**config.mk**
```make
export PLATFORM = sky130hd
export DESIGN_NAME = regmap_dump_serializer
export DESIGN_NICKNAME = d
export VERILOG_FILES = /design/src/rtl/dump_pkg.sv /design/src/rtl/dump_walker.sv /design/src/rtl/dump_fetch.sv /design/src/rtl/dump_byte_out.sv /design/src/rtl/regmap_dump_serializer.sv
export SDC_FILE = /design/constraint.sdc
export NUM_CORES = 1
export LEC_CHECK = 0
export ABC_AREA = 1
export BUFFER_PORTS_ARGS = -buffer_cell sky130_fd_sc_hd__clkbuf_2
export CAP_MARGIN = 20
export CORE_MARGIN = 4
export CORE_UTILIZATION = 45
export CTS_BUF_LIST = sky130_fd_sc_hd__clkbuf_8
export CTS_CLUSTER_SIZE = 16
export DETAILED_ROUTE_END_ITERATION = 12
export GPL_TIMING_DRIVEN = 1
export HOLD_SLACK_MARGIN = 0.06
export PLACE_DENSITY = 0.64
export SLEW_MARGIN = 10
export SYNTH_ARGS = -nofsm -noshare
export SYNTH_HDL_FRONTEND = slang
export SYNTH_SLANG_ARGS = --single-unit
```
**constraint.sdc**
```tcl
create_clock -name clk -period 2.2 [get_ports clk]
set_clock_uncertainty 0.05 [all_clocks]
set_input_delay 0.22 -clock clk [delete_from_list [all_inputs] [get_ports clk]]
set_output_delay 0.22 -clock clk [all_outputs]
set_load 0.05 [all_outputs]
```
**src/rtl/dump_pkg.sv**
```systemverilog
package dump_pkg;

    typedef enum logic [1:0] {
        S_IDLE,
        S_HEADER,
        S_BODY,
        S_FINISH
    } dump_state_e;

    typedef struct packed {
        logic [15:0] data;
        logic        two;
    } word_t;

    // flat peripheral position = module * 2**idx_w + index
    function automatic logic [255:0] mk_impl(int idx_w);
        logic [255:0] m;
        for (int i = 0; i < 256; i++) begin
            m[i] = ((i % (1 << idx_w)) % 4) != 3;
        end
        return m;
    endfunction

    function automatic logic [255:0] mk_wide(int idx_w);
        logic [255:0] m;
        for (int i = 0; i < 256; i++) begin
            m[i] = (((i % (1 << idx_w)) / 4) % 2) == 1;
        end
        return m;
    endfunction

    function automatic logic [255:0] mk_supp(int idx_w);
        logic [255:0] m;
        for (int i = 0; i < 256; i++) begin
            m[i] = ((i % (1 << idx_w)) == 9) ||
                   ((i / (1 << idx_w)) == 3 && (i % (1 << idx_w)) == 0);
        end
        return m;
    endfunction

    function automatic int sys_bytes(logic [63:0] wide, int n);
        int s;
        s = 0;
        for (int k = 0; k < 64; k++) begin
            if (k < n) s += wide[k] ? 2 : 1;
        end
        return s;
    endfunction

endpackage

```
**src/rtl/dump_walker.sv**
```systemverilog
module dump_walker #(
    parameter int MOD_W    = 3,
    parameter int IDX_W    = 5,
    parameter int LAST_MOD = 5,
    parameter int LAST_IDX = 13,
    parameter int NUM_SYS  = 40,
    parameter logic [63:0]  SYS_WIDE  = 64'h0000_0000_00FF_FFFF,
    parameter logic [255:0] IMPL_MASK = dump_pkg::mk_impl(IDX_W),
    parameter logic [255:0] WIDE_MASK = dump_pkg::mk_wide(IDX_W),
    parameter logic [255:0] SUPP_MASK = dump_pkg::mk_supp(IDX_W),
    localparam int ADDR_W = 1 + MOD_W + IDX_W,
    localparam int SYS_W  = $clog2(NUM_SYS)
) (
    input  logic              clk,
    input  logic              rst_n,
    input  logic              restart,
    input  logic              advance,
    output logic              more,
    output logic [ADDR_W-1:0] addr,
    output logic              zero,
    output logic              mask_hi,
    output logic              two
);
    logic             in_sys_q;
    logic             end_q;
    logic [MOD_W-1:0] mod_q;
    logic [IDX_W-1:0] idx_q;
    logic [SYS_W-1:0] sys_q;
    logic [MOD_W+IDX_W-1:0] flat;

    assign flat = {mod_q, idx_q};

    always_ff @(posedge clk or negedge rst_n) begin
        if (!rst_n) begin
            in_sys_q <= 1'b0;
            end_q    <= 1'b0;
            mod_q    <= '0;
            idx_q    <= '0;
            sys_q    <= '0;
        end else if (restart) begin
            in_sys_q <= 1'b0;
            end_q    <= 1'b0;
            mod_q    <= '0;
            idx_q    <= '0;
            sys_q    <= '0;
        end else if (advance) begin
            if (!in_sys_q) begin
                if (mod_q == MOD_W'(LAST_MOD) && idx_q == IDX_W'(LAST_IDX)) begin
                    in_sys_q <= 1'b1;
                end else if (idx_q == '1) begin
                    idx_q <= '0;
                    mod_q <= mod_q + MOD_W'(1);
                end else begin
                    idx_q <= idx_q + IDX_W'(1);
                end
            end else if (sys_q == SYS_W'(NUM_SYS - 1)) begin
                end_q <= 1'b1;
            end else begin
                sys_q <= sys_q + SYS_W'(1);
            end
        end
    end

    assign more    = !end_q;
    assign addr    = in_sys_q ? {1'b1, {(ADDR_W - 1 - SYS_W){1'b0}}, sys_q}
                              : {1'b0, mod_q, idx_q};
    assign zero    = !in_sys_q && (!IMPL_MASK[flat] || SUPP_MASK[flat]);
    assign mask_hi = !in_sys_q && !WIDE_MASK[flat];
    assign two     = in_sys_q ? SYS_WIDE[sys_q] : 1'b1;

endmodule

```
**src/rtl/dump_fetch.sv**
```systemverilog
module dump_fetch (
    input  logic                clk,
    input  logic                rst_n,
    input  logic                restart,
    input  logic                enable,
    input  logic                more,
    input  logic                zero,
    input  logic                mask_hi,
    input  logic                two,
    input  logic                take,
    input  logic                rd_valid,
    input  logic [15:0]         rd_data,
    output logic                rd_en,
    output logic                advance,
    output logic                sup_vld,
    output dump_pkg::word_t     sup
);
    import dump_pkg::*;

    logic  pend_q, pzero_q, pmask_q, ptwo_q;
    logic  nxt_vld_q, nxt_vld_d;
    word_t nxt_q, nxt_d, in_w;
    logic  in_vld, taken, issue;

    always_comb begin
        in_vld    = pend_q && (pzero_q || rd_valid);
        in_w.two  = ptwo_q;
        if (pzero_q)      in_w.data = 16'h0000;
        else if (pmask_q) in_w.data = {8'h00, rd_data[7:0]};
        else              in_w.data = rd_data;
        sup_vld   = nxt_vld_q || in_vld;
        sup       = nxt_vld_q ? nxt_q : in_w;
        taken     = take && sup_vld;
        if (nxt_vld_q) nxt_vld_d = taken ? in_vld : 1'b1;
        else           nxt_vld_d = in_vld && !taken;
        nxt_d     = (nxt_vld_q && !taken) ? nxt_q : in_w;
        issue     = enable && more && (!pend_q || in_vld) && !nxt_vld_d;
        rd_en     = issue && !zero;
        advance   = issue;
    end

    always_ff @(posedge clk or negedge rst_n) begin
        if (!rst_n) begin
            pend_q    <= 1'b0;
            pzero_q   <= 1'b0;
            pmask_q   <= 1'b0;
            ptwo_q    <= 1'b0;
            nxt_vld_q <= 1'b0;
            nxt_q     <= '0;
        end else if (restart) begin
            pend_q    <= 1'b0;
            nxt_vld_q <= 1'b0;
        end else begin
            nxt_vld_q <= nxt_vld_d;
            nxt_q     <= nxt_d;
            if (issue) begin
                pend_q  <= 1'b1;
                pzero_q <= zero;
                pmask_q <= mask_hi;
                ptwo_q  <= two;
            end else if (in_vld) begin
                pend_q  <= 1'b0;
            end
        end
    end

endmodule

```
**src/rtl/dump_byte_out.sv**
```systemverilog
module dump_byte_out (
    input  logic            clk,
    input  logic            rst_n,
    input  logic            restart,
    input  logic            sup_vld,
    input  dump_pkg::word_t sup,
    input  logic            fire,
    output logic            cur_vld,
    output logic [7:0]      cur_byte,
    output logic            take
);
    import dump_pkg::*;

    word_t cur_q;
    logic  vld_q, hi_q, word_done;

    assign word_done = fire && (!cur_q.two || hi_q);
    assign take      = !vld_q || word_done;
    assign cur_vld   = vld_q;
    assign cur_byte  = hi_q ? cur_q.data[15:8] : cur_q.data[7:0];

    always_ff @(posedge clk or negedge rst_n) begin
        if (!rst_n) begin
            vld_q <= 1'b0;
            hi_q  <= 1'b0;
            cur_q <= '0;
        end else if (restart) begin
            vld_q <= 1'b0;
            hi_q  <= 1'b0;
        end else if (take) begin
            vld_q <= sup_vld;
            cur_q <= sup;
            hi_q  <= 1'b0;
        end else if (fire) begin
            hi_q  <= 1'b1;
        end
    end

endmodule

```
**src/rtl/regmap_dump_serializer.sv**
```systemverilog
module regmap_dump_serializer #(
    parameter int MOD_W    = 3,
    parameter int IDX_W    = 5,
    parameter int LAST_MOD = 5,
    parameter int LAST_IDX = 13,
    parameter int NUM_SYS  = 40,
    parameter logic [63:0]  SYS_WIDE  = 64'h0000_0000_00FF_FFFF,
    parameter logic [255:0] IMPL_MASK = dump_pkg::mk_impl(IDX_W),
    parameter logic [255:0] WIDE_MASK = dump_pkg::mk_wide(IDX_W),
    parameter logic [255:0] SUPP_MASK = dump_pkg::mk_supp(IDX_W),
    localparam int ADDR_W = 1 + MOD_W + IDX_W
) (
    input  logic              clk,
    input  logic              rst_n,
    input  logic              start,
    output logic              done,
    output logic              out_valid,
    input  logic              out_ready,
    output logic [7:0]        out_data,
    output logic              rd_en,
    output logic [ADDR_W-1:0] rd_addr,
    input  logic              rd_valid,
    input  logic [15:0]       rd_data
);
    import dump_pkg::*;

    localparam int PER_CNT    = LAST_MOD * (2 ** IDX_W) + LAST_IDX + 1;
    localparam int BODY_BYTES = 2 * PER_CNT + sys_bytes(SYS_WIDE, NUM_SYS);
    localparam int CNT_W      = $clog2(BODY_BYTES + 1);

    dump_state_e      state_q, state_d;
    logic [CNT_W-1:0] bcnt_q;
    logic             restart, enable, body_fire, last_fire;
    logic             more, zero, mask_hi, two, advance;
    logic             sup_vld, take, cur_vld;
    logic [7:0]       cur_byte;
    word_t            sup;

    assign restart   = (state_q == S_FINISH);
    assign enable    = (state_q == S_IDLE && start) || state_q == S_HEADER ||
                       state_q == S_BODY;
    assign last_fire = body_fire && bcnt_q == CNT_W'(BODY_BYTES - 1);

    // state register
    always_ff @(posedge clk or negedge rst_n) begin
        if (!rst_n) begin
            state_q <= S_IDLE;
            bcnt_q  <= '0;
        end else begin
            state_q <= state_d;
            if (state_q == S_HEADER) bcnt_q <= '0;
            else if (body_fire)      bcnt_q <= bcnt_q + CNT_W'(1);
        end
    end

    // transitions
    always_comb begin
        state_d = state_q;
        unique case (state_q)
            S_IDLE:   if (start)     state_d = S_HEADER;
            S_HEADER: if (out_ready) state_d = S_BODY;
            S_BODY:   if (last_fire) state_d = S_FINISH;
            S_FINISH:                state_d = S_IDLE;
        endcase
    end

    // outputs
    always_comb begin
        out_valid = 1'b0;
        out_data  = 8'h00;
        done      = 1'b0;
        body_fire = 1'b0;
        unique case (state_q)
            S_IDLE: ;
            S_HEADER: begin
                out_valid = 1'b1;
                out_data  = 8'(PER_CNT);
            end
            S_BODY: begin
                out_valid = cur_vld;
                out_data  = cur_byte;
                body_fire = cur_vld && out_ready;
            end
            S_FINISH: done = 1'b1;
        endcase
    end

    dump_walker #(
        .MOD_W(MOD_W), .IDX_W(IDX_W), .LAST_MOD(LAST_MOD), .LAST_IDX(LAST_IDX),
        .NUM_SYS(NUM_SYS), .SYS_WIDE(SYS_WIDE), .IMPL_MASK(IMPL_MASK),
        .WIDE_MASK(WIDE_MASK), .SUPP_MASK(SUPP_MASK)
    ) u_walk (
        .clk(clk), .rst_n(rst_n), .restart(restart), .advance(advance),
        .more(more), .addr(rd_addr), .zero(zero), .mask_hi(mask_hi), .two(two)
    );

    dump_fetch u_fetch (
        .clk(clk), .rst_n(rst_n), .restart(restart), .enable(enable),
        .more(more), .zero(zero), .mask_hi(mask_hi), .two(two), .take(take),
        .rd_valid(rd_valid), .rd_data(rd_data), .rd_en(rd_en),
        .advance(advance), .sup_vld(sup_vld), .sup(sup)
    );

    dump_byte_out u_out (
        .clk(clk), .rst_n(rst_n), .restart(restart), .sup_vld(sup_vld),
        .sup(sup), .fire(body_fire), .cur_vld(cur_vld), .cur_byte(cur_byte),
        .take(take)
    );

endmodule

```
==> Implementation_results.wiki, run 1 <==
{| class="wikitable"
! Metric !! Value
|-
| Hold Path Class || input port to flop
|-
| Via total after detailed routing || about 3300
|-
| Buffer depth of the longest clock path || 2
|-
| Synthesized netlist cell count || ~490
|-
| Share of total power in combinational logic || a little over half
|-
| Starting utilization of the core area || between 40% and 50%
|-
| CTS HTree Levels || 3
|-
| Num CTS Buffers || 9
|-
| Placed Area || 0.00411 mm2
|-
| GPL Wtd Cong || roughly 0.84
|-
| Area growth syn-to-layout || 15.9%
|-
| Clock share of power || 14.9%
|-
| Per-instance average area after synthesis || about 7.7 um2
|-
| Clock network latency to the later pin of the worst-skew pair || 0.34 ns
|-
| Delay contributed by the slowest stage of the critical path || 0.41 ns
|-
| Clock tree from TritonCTS || yes
|-
| PortBufs || 40
|-
| Leading cell type in the layout, fill and taps excluded || nand2_1
|-
| Count of placed standard cells including taps || approximately 630
|-
| Slew HR || ~47%
|-
| Mapped Area || 0.00379 mm2
|-
| Overall global routing resource usage || around a fifth
|-
| Number of sinks driven by the clock tree || 68
|-
| Final routed DRC violation total || 0
|-
| Final global-route overflow total || 0
|-
| Peak clock frequency supported by timing || 474 MHz
|-
| Post-synth net total || about 530
|-
| Slew at the pin closest to its max-slew limit || ~0.8 ns
|-
| 1st-iter DRT viols || about 170
|-
| Antenna Nets Post-Route || 0
|-
| Total number of yosys warnings || 0
|-
| Worst Setup Path Type || flop to output port
|-
| Total Power || between 0.006 and 0.007 W
|-
| Fin. max-slew vios || 0
|-
| Share of layout cells above drive strength 1 || 17.6%
|-
| Worst IR drop on VDD || about 0.80 mV
|-
| Fraction of registers with async set/reset || 100%
|-
| Critical-path top delay cell || dfrtp_1
|-
| Routed length per placed instance || approximately 13 um
|-
| Die area || ~0.01 mm2
|-
| Power Density || 1500 mW/mm2
|-
| Switching power share of the total || roughly half
|-
| Worst endpoint data arrival time || between 1.5 and 2 ns
|-
| Clock-pin slew of the registers on the worst-case setup and hold paths || ~0.070 ns
|-
| Status || finished, final reports clean
|-
| Metal-1 WL || 4250 um
|-
| Sequential Power Share || between 30 and 40%
|-
| Type of destination of the critical path || output port
|-
| Cell internal power dissipation || between 0.003 and 0.004 W
|-
| Kind of launch point of the worst setup path || flop
|-
| Max-cap violation count || 0
|-
| Final cell area excluding filler cells || ~0.0044 mm2
|-
| Initial antenna violation count || 0
|-
| Commonest cells after routing, fill and taps aside || nand2_1, dfrtp_1, inv_1
|-
| Unrepaired setup endpoints after global routing || yes
|-
| Post-route minimum period || between 2 and 2.5 ns
|-
| Via-to-Cell Ratio || 4.98
|-
| Sequential area share after synthesis || between 40% and 50%
|-
| Vias in the first global route || 3165
|-
| Router iterations before antenna repair || 5
|-
| Count of distinct cell types in the synthesized netlist || 34
|-
| Met2 WL post-DR || 3950 um
|-
| Crit path required time || between 1.5 and 2 ns
|-
| Clk root buf || clkbuf_8
|-
| EDFF count, synth || 0
|-
| Family with the most delay on the worst path || simple AND/OR/NAND/NOR gates
|-
| Die W || approximately 100 um
|-
| I/O pin total || 41
|-
| Antenna diode count || 0
|-
| Leak pwr || around 2.2 nW
|-
| Net Sw Power || around 0.0033 W
|-
| Total length of routed met3 wires || 253 um
|-
| Hold violation total from the final report || 0
|-
| First-pass GRT wire length || 14900 um
|-
| Die outline height || about 100 um
|-
| Uppermost routed layer || met4
|-
| Period utilisation layout || 96.0%
|-
| Total number of nets in the final design || just under 600
|-
| HPWL reported at the end of detailed placement || about 6000 um
|-
| Floorplan row count || 33
|-
| Total buffers and inverters traversed by the critical path || 4
|-
| Count of final setup violators || 0
|-
| Post-synthesis register bit count || 68
|-
| Largest net degree at the start of global routing || 36
|-
| Final routed wirelength across all metal layers || ~8600 um
|-
| Main synth FF type || dfrtp_1
|-
| Number of cells in the finished layout apart from fillers || around 660
|-
| Max FO, Critical Path || 6
|-
| Series of cell instances along the critical path || buf_4, ha_4, inv_2, nand3_1, inv_1, nor2_2, nand3_4, nor2_4, buf_8
|-
| Core footprint || 0.00822 mm2
|}
synth_stat cells (2+ instances only):
cell type	number	share of area [%]
nand2_1	116	11
dfrtp_1	68	45
inv_1	64	6.3
nor2_1	59	5.8
o21ai_0	49	6.5
a21oi_1	21	2.8
nand4_1	15	2.5
ha_1	14	4.6
a31oi_1	10	1.6
nand3_1	10	1.3
o211ai_1	9	1.8
clkbuf_1	7	0.69
buf_4	6	1.2
o21ai_1	6	0.79
buf_2	5	0.66
nor2_2	5	0.82
nor3_1	5	0.66
a211oi_1	4	0.79
xor2_1	3	0.69
buf_6	2	0.59
nand2_2	2	0.33
nand3_2	2	0.53
cells by family after synthesis:
group	synth area share, %
simple gates	24.9
compound gates	14.9
buf+inv	9.89
flops	44.8
fa+ha+maj	4.62
xor+xnor	0.923
final cells by class:
| type | instances | area (um2) |
|---|---|---|
| flip-flops and latches | 68 | 1700 |
| well taps | 105 | 131 |
| clock inverters | 7 | 60.1 |
| repair buffers | 62 | 380 |
| clock buffers | 9 | 124 |
| fillers | 823 | 3820 |
| multi-input cells | 338 | 1750 |
| inverters | 67 | 254 |
final timing paths:
path                            start               end  cells past startpoint  slack [ns]
max                        state_q[1]             rd_en                      9        0.09
min                        rd_data[4]  u_fetch.nxt_q[5]                      5        0.13
max reg2reg                state_q[1]   u_walk.idx_q[4]                     12        0.23
min reg2reg                 bcnt_q[8]         bcnt_q[8]                      2        0.46
max in group asynchronous       rst_n   u_out.cur_q[14]                      3        0.97
min in group asynchronous       rst_n         bcnt_q[8]                      2        0.45
through the flow:
| step | setup TNS [ns] | utilization, % | worst slack [ns] | hold slack, ns |
|---|---|---|---|---|
| floorplan | -0.210 | - | -0.105 | -0.126 |
| global placement | 0 | 50.0 | 0.194 | 0.307 |
| detailed placement | 0 | 50.0 | 0.113 | 0.313 |
| CTS | 0 | 52.9 | 0.00321 | 0.117 |
| global route | -0.0610 | 53.5 | -0.0610 | 0.140 |
| finish | 0 | 53.5 | 0.0889 | 0.133 |
power by group through the flow:
stage / sequential (W) / combinational (W) / clock [W]
after floorplan: 0.00197 / 0.00272 / 0
after detailed placement: 0.00208 / 0.00335 / 0
after global placement: 0.00207 / 0.00329 / 0
final: 0.00206 / 0.00357 / 0.000987
after global routing: 0.00212 / 0.00401 / 0.00108
after CTS: 0.00206 / 0.00346 / 0.00102
metal layers:
metal	GRT usage (%)	vias up
li1	-	1700
met1	25.4	1500
met2	29.7	56
met3	2.78	12
met4	7.88	0
met5	0	-
sequential cells by signal, summed over array words and instances (netlist names), 2 cells and up:
signal / cells
u_walk.idx_q: 5
bcnt_q: 9
u_walk.sys_q: 6
u_walk.mod_q: 3
u_fetch.nxt_q: 17
state_q: 2
u_out.cur_q: 17
what timing repair did:
action / in CTS / in global routing
endpoints found under the hold margin: 31 / 0
hold buffers: 1 / 0
resized for setup: 8 / 7
buffers inserted: 2 / 5
pin swaps: 1 / 1
endpoints found under the setup margin: 1 / 15
worst reg2reg max path: cells and delay by family, from the launching register on:
kind / cells / cell delay, ns
and+or+nand+nor: 6 / 0.76
adders and majority gates: 1 / 0.14
DFF: 1 / 0.41
buffers and inverters: 4 / 0.42
AOI/OAI and AO/OA: 1 / 0.07
Note: power is estimated with default switching activity, not from simulation.
==> run 2: changes to the inputs <==
CORE_UTILIZATION = 50   (was 45)
PLACE_DENSITY = 0.7   (was 0.64)
==> run 2 against run 1 <==
Compared with the run above: non-clock buffer count decreased by 4; worst hold slack worse by 0.011 ns; highest routed layer unchanged; largest cell class unchanged; clock-buffer cell count is 1 higher; worst setup slack got worse by 0.026 ns; global-route usage rose by 1.6 points.
==> Implementation_results.wiki, run 2 (synthesized netlist as in run 1, its figures left out) <==
{| class="wikitable"
! Metric !! Value
|-
| Num CTS Buffers || 9
|-
| Hold violation total from the final report || 0
|-
| Fin. max-slew vios || 0
|-
| Via-to-Cell Ratio || roughly 5
|-
| Fill cells || 684
|-
| Worst hold-check slack || 0.121 ns
|-
| Max FO, Critical Path || 6
|-
| Antenna diode count || 0
|-
| Final global-route overflow total || 0
|-
| Final routed DRC violation total || 0
|-
| Peak clock frequency supported by timing || about 470 MHz
|-
| Largest registers ranked by flip-flop count || u_fetch.nxt_q (17), u_out.cur_q (17), bcnt_q (9)
|-
| Slew HR || between 40% and 50%
|-
| Type of destination of the critical path || output port
|-
| Total number of nets in the final design || between 500 and 600
|-
| I/O pin total || 41
|-
| GPL Wtd Cong || 0.843
|-
| Crit path required time || 1.93 ns
|-
| Core footprint || around 0.0073 mm2
|-
| Largest net degree at the start of global routing || 40
|-
| HPWL reported at the end of detailed placement || between 5000 and 6000 um
|-
| Post-route minimum period || 2.14 ns
|-
| Clock tree from TritonCTS || yes
|-
| First-pass GRT wire length || around 14000 um
|-
| Status || finished, final reports clean
|-
| Vias in the first global route || about 3200
|-
| Buffer depth of the longest clock path || 2
|-
| Clock network latency to the later pin of the worst-skew pair || between 0.3 and 0.4 ns
|-
| Leak pwr || 2.19 nW
|-
| 1st-iter DRT viols || between 200 and 250
|-
| Clk root buf || clkbuf_8
|-
| Kind of launch point of the worst setup path || flop
|-
| Count of final setup violators || 0
|-
| Router iterations before antenna repair || 4
|-
| Max-cap violation count || 0
|-
| Starting utilization of the core area || 51.8%
|-
| Least setup slack across all paths after layout || 0.0631 ns
|-
| Slew at the pin closest to its max-slew limit || 0.792 ns
|-
| Period utilisation layout || a little over nine tenths
|-
| PortBufs || 40
|-
| Worst IR drop on VDD || between 0.8 and 0.9 mV
|-
| Worst endpoint data arrival time || roughly 1.9 ns
|-
| Leading cell type in the layout, fill and taps excluded || nand2_1
|-
| Area growth syn-to-layout || 15.6%
|-
| Die outline height || between 90 and 100 um
|-
| Overall global routing resource usage || 20.2%
|-
| Routed length per placed instance || 12.8 um
|-
| Final routed wirelength across all metal layers || 8240 um
|-
| Worst setup timing slack at the placement stage || ~0.084 ns
|-
| Initial antenna violation count || 0
|-
| Antenna Nets Post-Route || 0
|-
| Power Density || about 1500 mW/mm2
|-
| Count of placed standard cells including taps || roughly 620
|-
| CTS HTree Levels || 3
|-
| Hold Path Class || input port to flop
|-
| Via total after detailed routing || approximately 3300
|-
| Share of layout cells above drive strength 1 || between 10% and 20%
|-
| Number of sinks driven by the clock tree || 68
|-
| Die W || 95.1 um
|-
| Worst Setup Path Type || flop to output port
|-
| Commonest cells after routing, fill and taps aside || nand2_1, dfrtp_1, inv_1
|-
| Number of cells in the finished layout apart from fillers || between 600 and 700
|-
| Die area || between 0.009 and 0.01 mm2
|-
| Unrepaired setup endpoints after global routing || yes
|-
| Clock-pin slew of the registers on the worst-case setup and hold paths || 0.08 ns
|-
| Floorplan row count || 31
|-
| Total Power || between 0.006 and 0.007 W
|}
[run 2: cell count changes in the layout (fill, tap and decap cells not counted), sizes merged]
cell / change
clkinvlp: -1
clkinv: +1
buf: -1
clkbuf: -2
inv: -1
[run 2: path summary, 6_finish.rpt]
kind                               from           endpoint  slack, ns  depth (start not counted)
max in group asynchronous         rst_n  u_fetch.nxt_vld_q       1.32                          3
max                          state_q[1]              rd_en       0.06                          9
min reg2reg                u_walk.end_q       u_walk.end_q       0.46                          2
min in group asynchronous         rst_n    u_out.cur_q[12]       0.38                          3
max reg2reg                  state_q[1]    u_walk.idx_q[0]       0.20                         12
min                          rd_data[4]   u_fetch.nxt_q[5]       0.12                          5
[run 2: cell type report]
| type | count | area, um2 | share of cell area [%] |
|---|---|---|---|
| timing repair buffer | 58 | 350 | 7.99 |
| clock inverter | 6 | 65.1 | 1.48 |
| inverter | 67 | 254 | 5.79 |
| clock buffer | 10 | 138 | 3.14 |
| tap | 99 | 124 | 2.82 |
| multi-input combinational | 338 | 1750 | 40.0 |
| sequential | 68 | 1700 | 38.8 |
[run 2: report_power, final]
part	total, W	switching (W)	internal [W]
sequential	0.00207	0.000343	0.00173
clock	0.00104	0.000487	0.000554
combinational	0.00353	0.00245	0.00108
total	0.00664	0.00328	0.00336
[run 2: stage by stage]
stage	TNS [ns]	util (%)	area (um2)
finish	0	59.8	4390
global route	-0.0740	59.8	4390
CTS	0	59.3	4350
detailed placement	0	55.7	4090
global placement	0	55.7	4090
floorplan	-0.210	-	3790
[run 2: routing by layer]
metal,part of all wire [%],global-route usage [%],vias up
li1,-,-,1690
met1,48,26.8,1548
met2,45,32.3,74
met3,4.8,4.89,15
met4,2.0,7.21,0
met5,0,0,-
[run 2: repair_timing]
action | 4_1_cts | 5_1_grt
pin swaps | 1 | 1
endpoints found under the hold margin | 68 | 0
hold buffers | 1 | 0
endpoints found under the setup margin | 5 | 14
resized for setup | 10 | 9
buffers inserted | 2 | 3
[run 2: worst max-delay path: stages, from the launching register on]
cell and delay, ns:
dfrtp_1 0.46, inv_2 0.10, ha_2 0.20, inv_1 0.06
nand3_1 0.07, inv_1 0.07, nor2_4 0.14, nand3_4 0.12
nor2_4 0.14, buf_8 0.15
==> run 3: changes to the inputs <==
CORE_ASPECT_RATIO = 0.9   (was not set)
==> run 3 against run 2 <==
Compared with the run above: clock-buffer cell count unchanged; sequential cell count unchanged; final area increased by 1.4%; routed wire length increased by 2.2%; largest power group unchanged; die area about the same; power increased by 3.4%.
==> Implementation_results.wiki, run 3 (synthesized netlist as in run 1, its figures left out) <==
{| class="wikitable"
! Metric !! Value
|-
| Status || finished, final reports clean
|-
| Worst Setup Path Type || flop to output port
|-
| HPWL reported at the end of detailed placement || between 5000 and 6000 um
|-
| Hold Path Stages || 5
|-
| Total number of nets in the final design || a little under 600
|-
| Power Density || 1540 mW/mm2
|-
| Clock network latency to the later pin of the worst-skew pair || around 0.35 ns
|-
| Period utilisation layout || 97.9%
|-
| Sequential cell area || 0.00170 mm2
|-
| Final cell area excluding filler cells || ~0.0044 mm2
|-
| Router iterations before antenna repair || 5
|-
| R2R setup slack || approximately 0.14 ns
|-
| Vias in the first global route || approximately 3000
|-
| Die W || around 100 um
|-
| Area growth syn-to-layout || 17.1%
|-
| Sequential Power Share || 30.1%
|-
| Clk root buf || clkbuf_8
|-
| Worst endpoint data arrival time || approximately 1.9 ns
|-
| Type of destination of the critical path || output port
|-
| Final routed wirelength across all metal layers || 8420 um
|-
| Via-to-Cell Ratio || roughly 5.2
|-
| Crit Reg-Reg Endpoint || u_walk.sys_q[5]
|-
| Die outline height || between 90 and 100 um
|-
| Peak clock frequency supported by timing || about 460 MHz
|-
| Total area of multi-input combinational cells || around 0.0018 mm2
|-
| Final global-route overflow total || 0
|-
| Source of the worst hold timing path || rd_data[4]
|-
| Largest registers ranked by flip-flop count || u_fetch.nxt_q (17), u_out.cur_q (17), bcnt_q (9)
|-
| Starting utilization of the core area || between 50% and 60%
|-
| Hold violation total from the final report || 0
|-
| Floorplan row count || 29
|-
| Launch point of the worst reg-to-reg path || state_q[0]
|-
| Fin. max-slew vios || 0
|-
| Number of sinks driven by the clock tree || between 60 and 70
|-
| 1st-iter DRT viols || 156
|-
| Num CTS Buffers || 9
|-
| Antenna Nets Post-Route || 0
|-
| PortBufs || 40
|-
| Leading cell type in the layout, fill and taps excluded || nand2_1
|-
| Core footprint || about 0.0072 mm2
|-
| Count of final setup violators || 0
|-
| First-pass GRT wire length || approximately 14000 um
|-
| Clock share of power || ~17%
|-
| I/O pin total || slightly above 40
|-
| Overall global routing resource usage || between 10% and 20%
|-
| Slew HR || around 48%
|-
| Clock-pin slew of the registers on the worst-case setup and hold paths || approximately 0.08 ns
|-
| Routed length per placed instance || about 13 um
|-
| Clock tree from TritonCTS || yes
|-
| Switching power share of the total || a little under 50%
|-
| Slew at the pin closest to its max-slew limit || between 0.7 and 0.8 ns
|-
| Post-route minimum period || between 2 and 2.5 ns
|-
| Share of layout cells above drive strength 1 || 18.4%
|-
| CTS HTree Levels || 3
|-
| Commonest cells after routing, fill and taps aside || nand2_1, dfrtp_1, inv_1
|-
| Hold Path Class || input port to flop
|-
| GPL Wtd Cong || about 0.81
|-
| Endpoint with the worst hold slack || u_fetch.nxt_q[5]
|-
| Fill cells || roughly 650
|-
| Antenna diode count || 0
|-
| Unrepaired setup endpoints after global routing || yes
|-
| Share of total power in combinational logic || about 53%
|-
| CP Launch Point || state_q[0]
|-
| Leak pwr || roughly 2.2 nW
|-
| Die area || slightly above 0.009 mm2
|-
| Net Sw Power || 0.00333 W
|-
| Crit path required time || between 1.5 and 2 ns
|-
| Max-cap violation count || 0
|-
| Kind of launch point of the worst setup path || flop
|-
| Largest net degree at the start of global routing || 69
|-
| Max FO, Critical Path || 7
|-
| Cell internal power dissipation || 0.00354 W
|-
| Buffer depth of the longest clock path || 2
|-
| Depth of the most critical reg-to-reg path || 13
|-
| Final setup TNS || 0 ns
|-
| Placed Area || 0.00408 mm2
|-
| Initial antenna violation count || 0
|-
| Worst IR drop on VDD || approximately 0.92 mV
|-
| Final routed DRC violation total || 0
|-
| Via total after detailed routing || ~3300
|}
run 3: cell count changes in the layout (fill, tap and decap cells not counted), sizes merged:
cell / delta
buf: +5
clkinv: -3
clkinvlp: +3
clkbuf: -2
bufinv: +1
inv: -1
run 3: what timing repair did:
| item | 4_1_cts | 5_1_grt |
|---|---|---|
| gates resized for setup | 11 | 16 |
| buffers inserted | 2 | 8 |
| hold buffers | 1 | 0 |
| hold endpoints to repair | 68 | 0 |
| setup endpoints to repair | 6 | 4 |
| gates cloned | 0 | 0 |
| pin swaps | 0 | 5 |
run 3: how the worst max path moves through the flow:
stage	to	cells after the start
after CTS	rd_en	9
after global placement	rd_en	9
after detailed placement	rd_en	9
final	out_data[2]	6
after global routing	rd_en	10
after floorplan	out_data[0]	4
run 3: metrics by stage:
| step | setup WS, ns | cells | power [W] | hold slack, ns | util [%] |
|---|---|---|---|---|---|
| finish | 0.0468 | 643 | 0.00687 | 0.122 | 61.6 |
| global route | -0.0612 | 643 | 0.00743 | 0.128 | 61.6 |
| CTS | 0.00822 | 635 | 0.00671 | 0.107 | 60.4 |
| detailed placement | 0.104 | 616 | 0.00540 | 0.224 | 56.5 |
| global placement | 0.136 | 616 | 0.00531 | 0.224 | 56.5 |
| floorplan | -0.105 | 494 | 0.00469 | -0.126 | - |
run 3: layout make-up:
| cell class | count | share of cell area (%) |
|---|---|---|
| sequential | 68 | 38.3 |
| multi-input combinational | 338 | 39.5 |
| clock buffer | 10 | 3.10 |
| inverter | 67 | 5.71 |
| timing repair buffer | 61 | 8.73 |
| tap | 93 | 2.62 |
| clock inverter | 6 | 1.97 |
run 3: worst max-delay path, cell delays in order, from the launching register on:
cell      delay, ns
dfrtp_1        0.38
inv_2          0.07
buf_4          0.14
ha_1           0.31
inv_1          0.13
a21oi_1        0.18
clkbuf_2       0.31
run 3: routing by layer:
metal  track usage (%)  part of all wire [%]  up-vias
met5                 0                     0        -
met4              5.46                   1.2        0
met3              4.94                   4.8       16
met2              30.1                    47       74
met1              27.9                    47     1526
li1                  -                     -     1707
run 3: power by group through the flow:
stage / Clock (W) / Combinational, W / Sequential, W
floorplan: 0 / 0.00272 / 0.00197
global placement: 0 / 0.00324 / 0.00206
detailed placement: 0 / 0.00332 / 0.00208
CTS: 0.00119 / 0.00346 / 0.00207
global route: 0.00125 / 0.00406 / 0.00213
finish: 0.00117 / 0.00363 / 0.00207
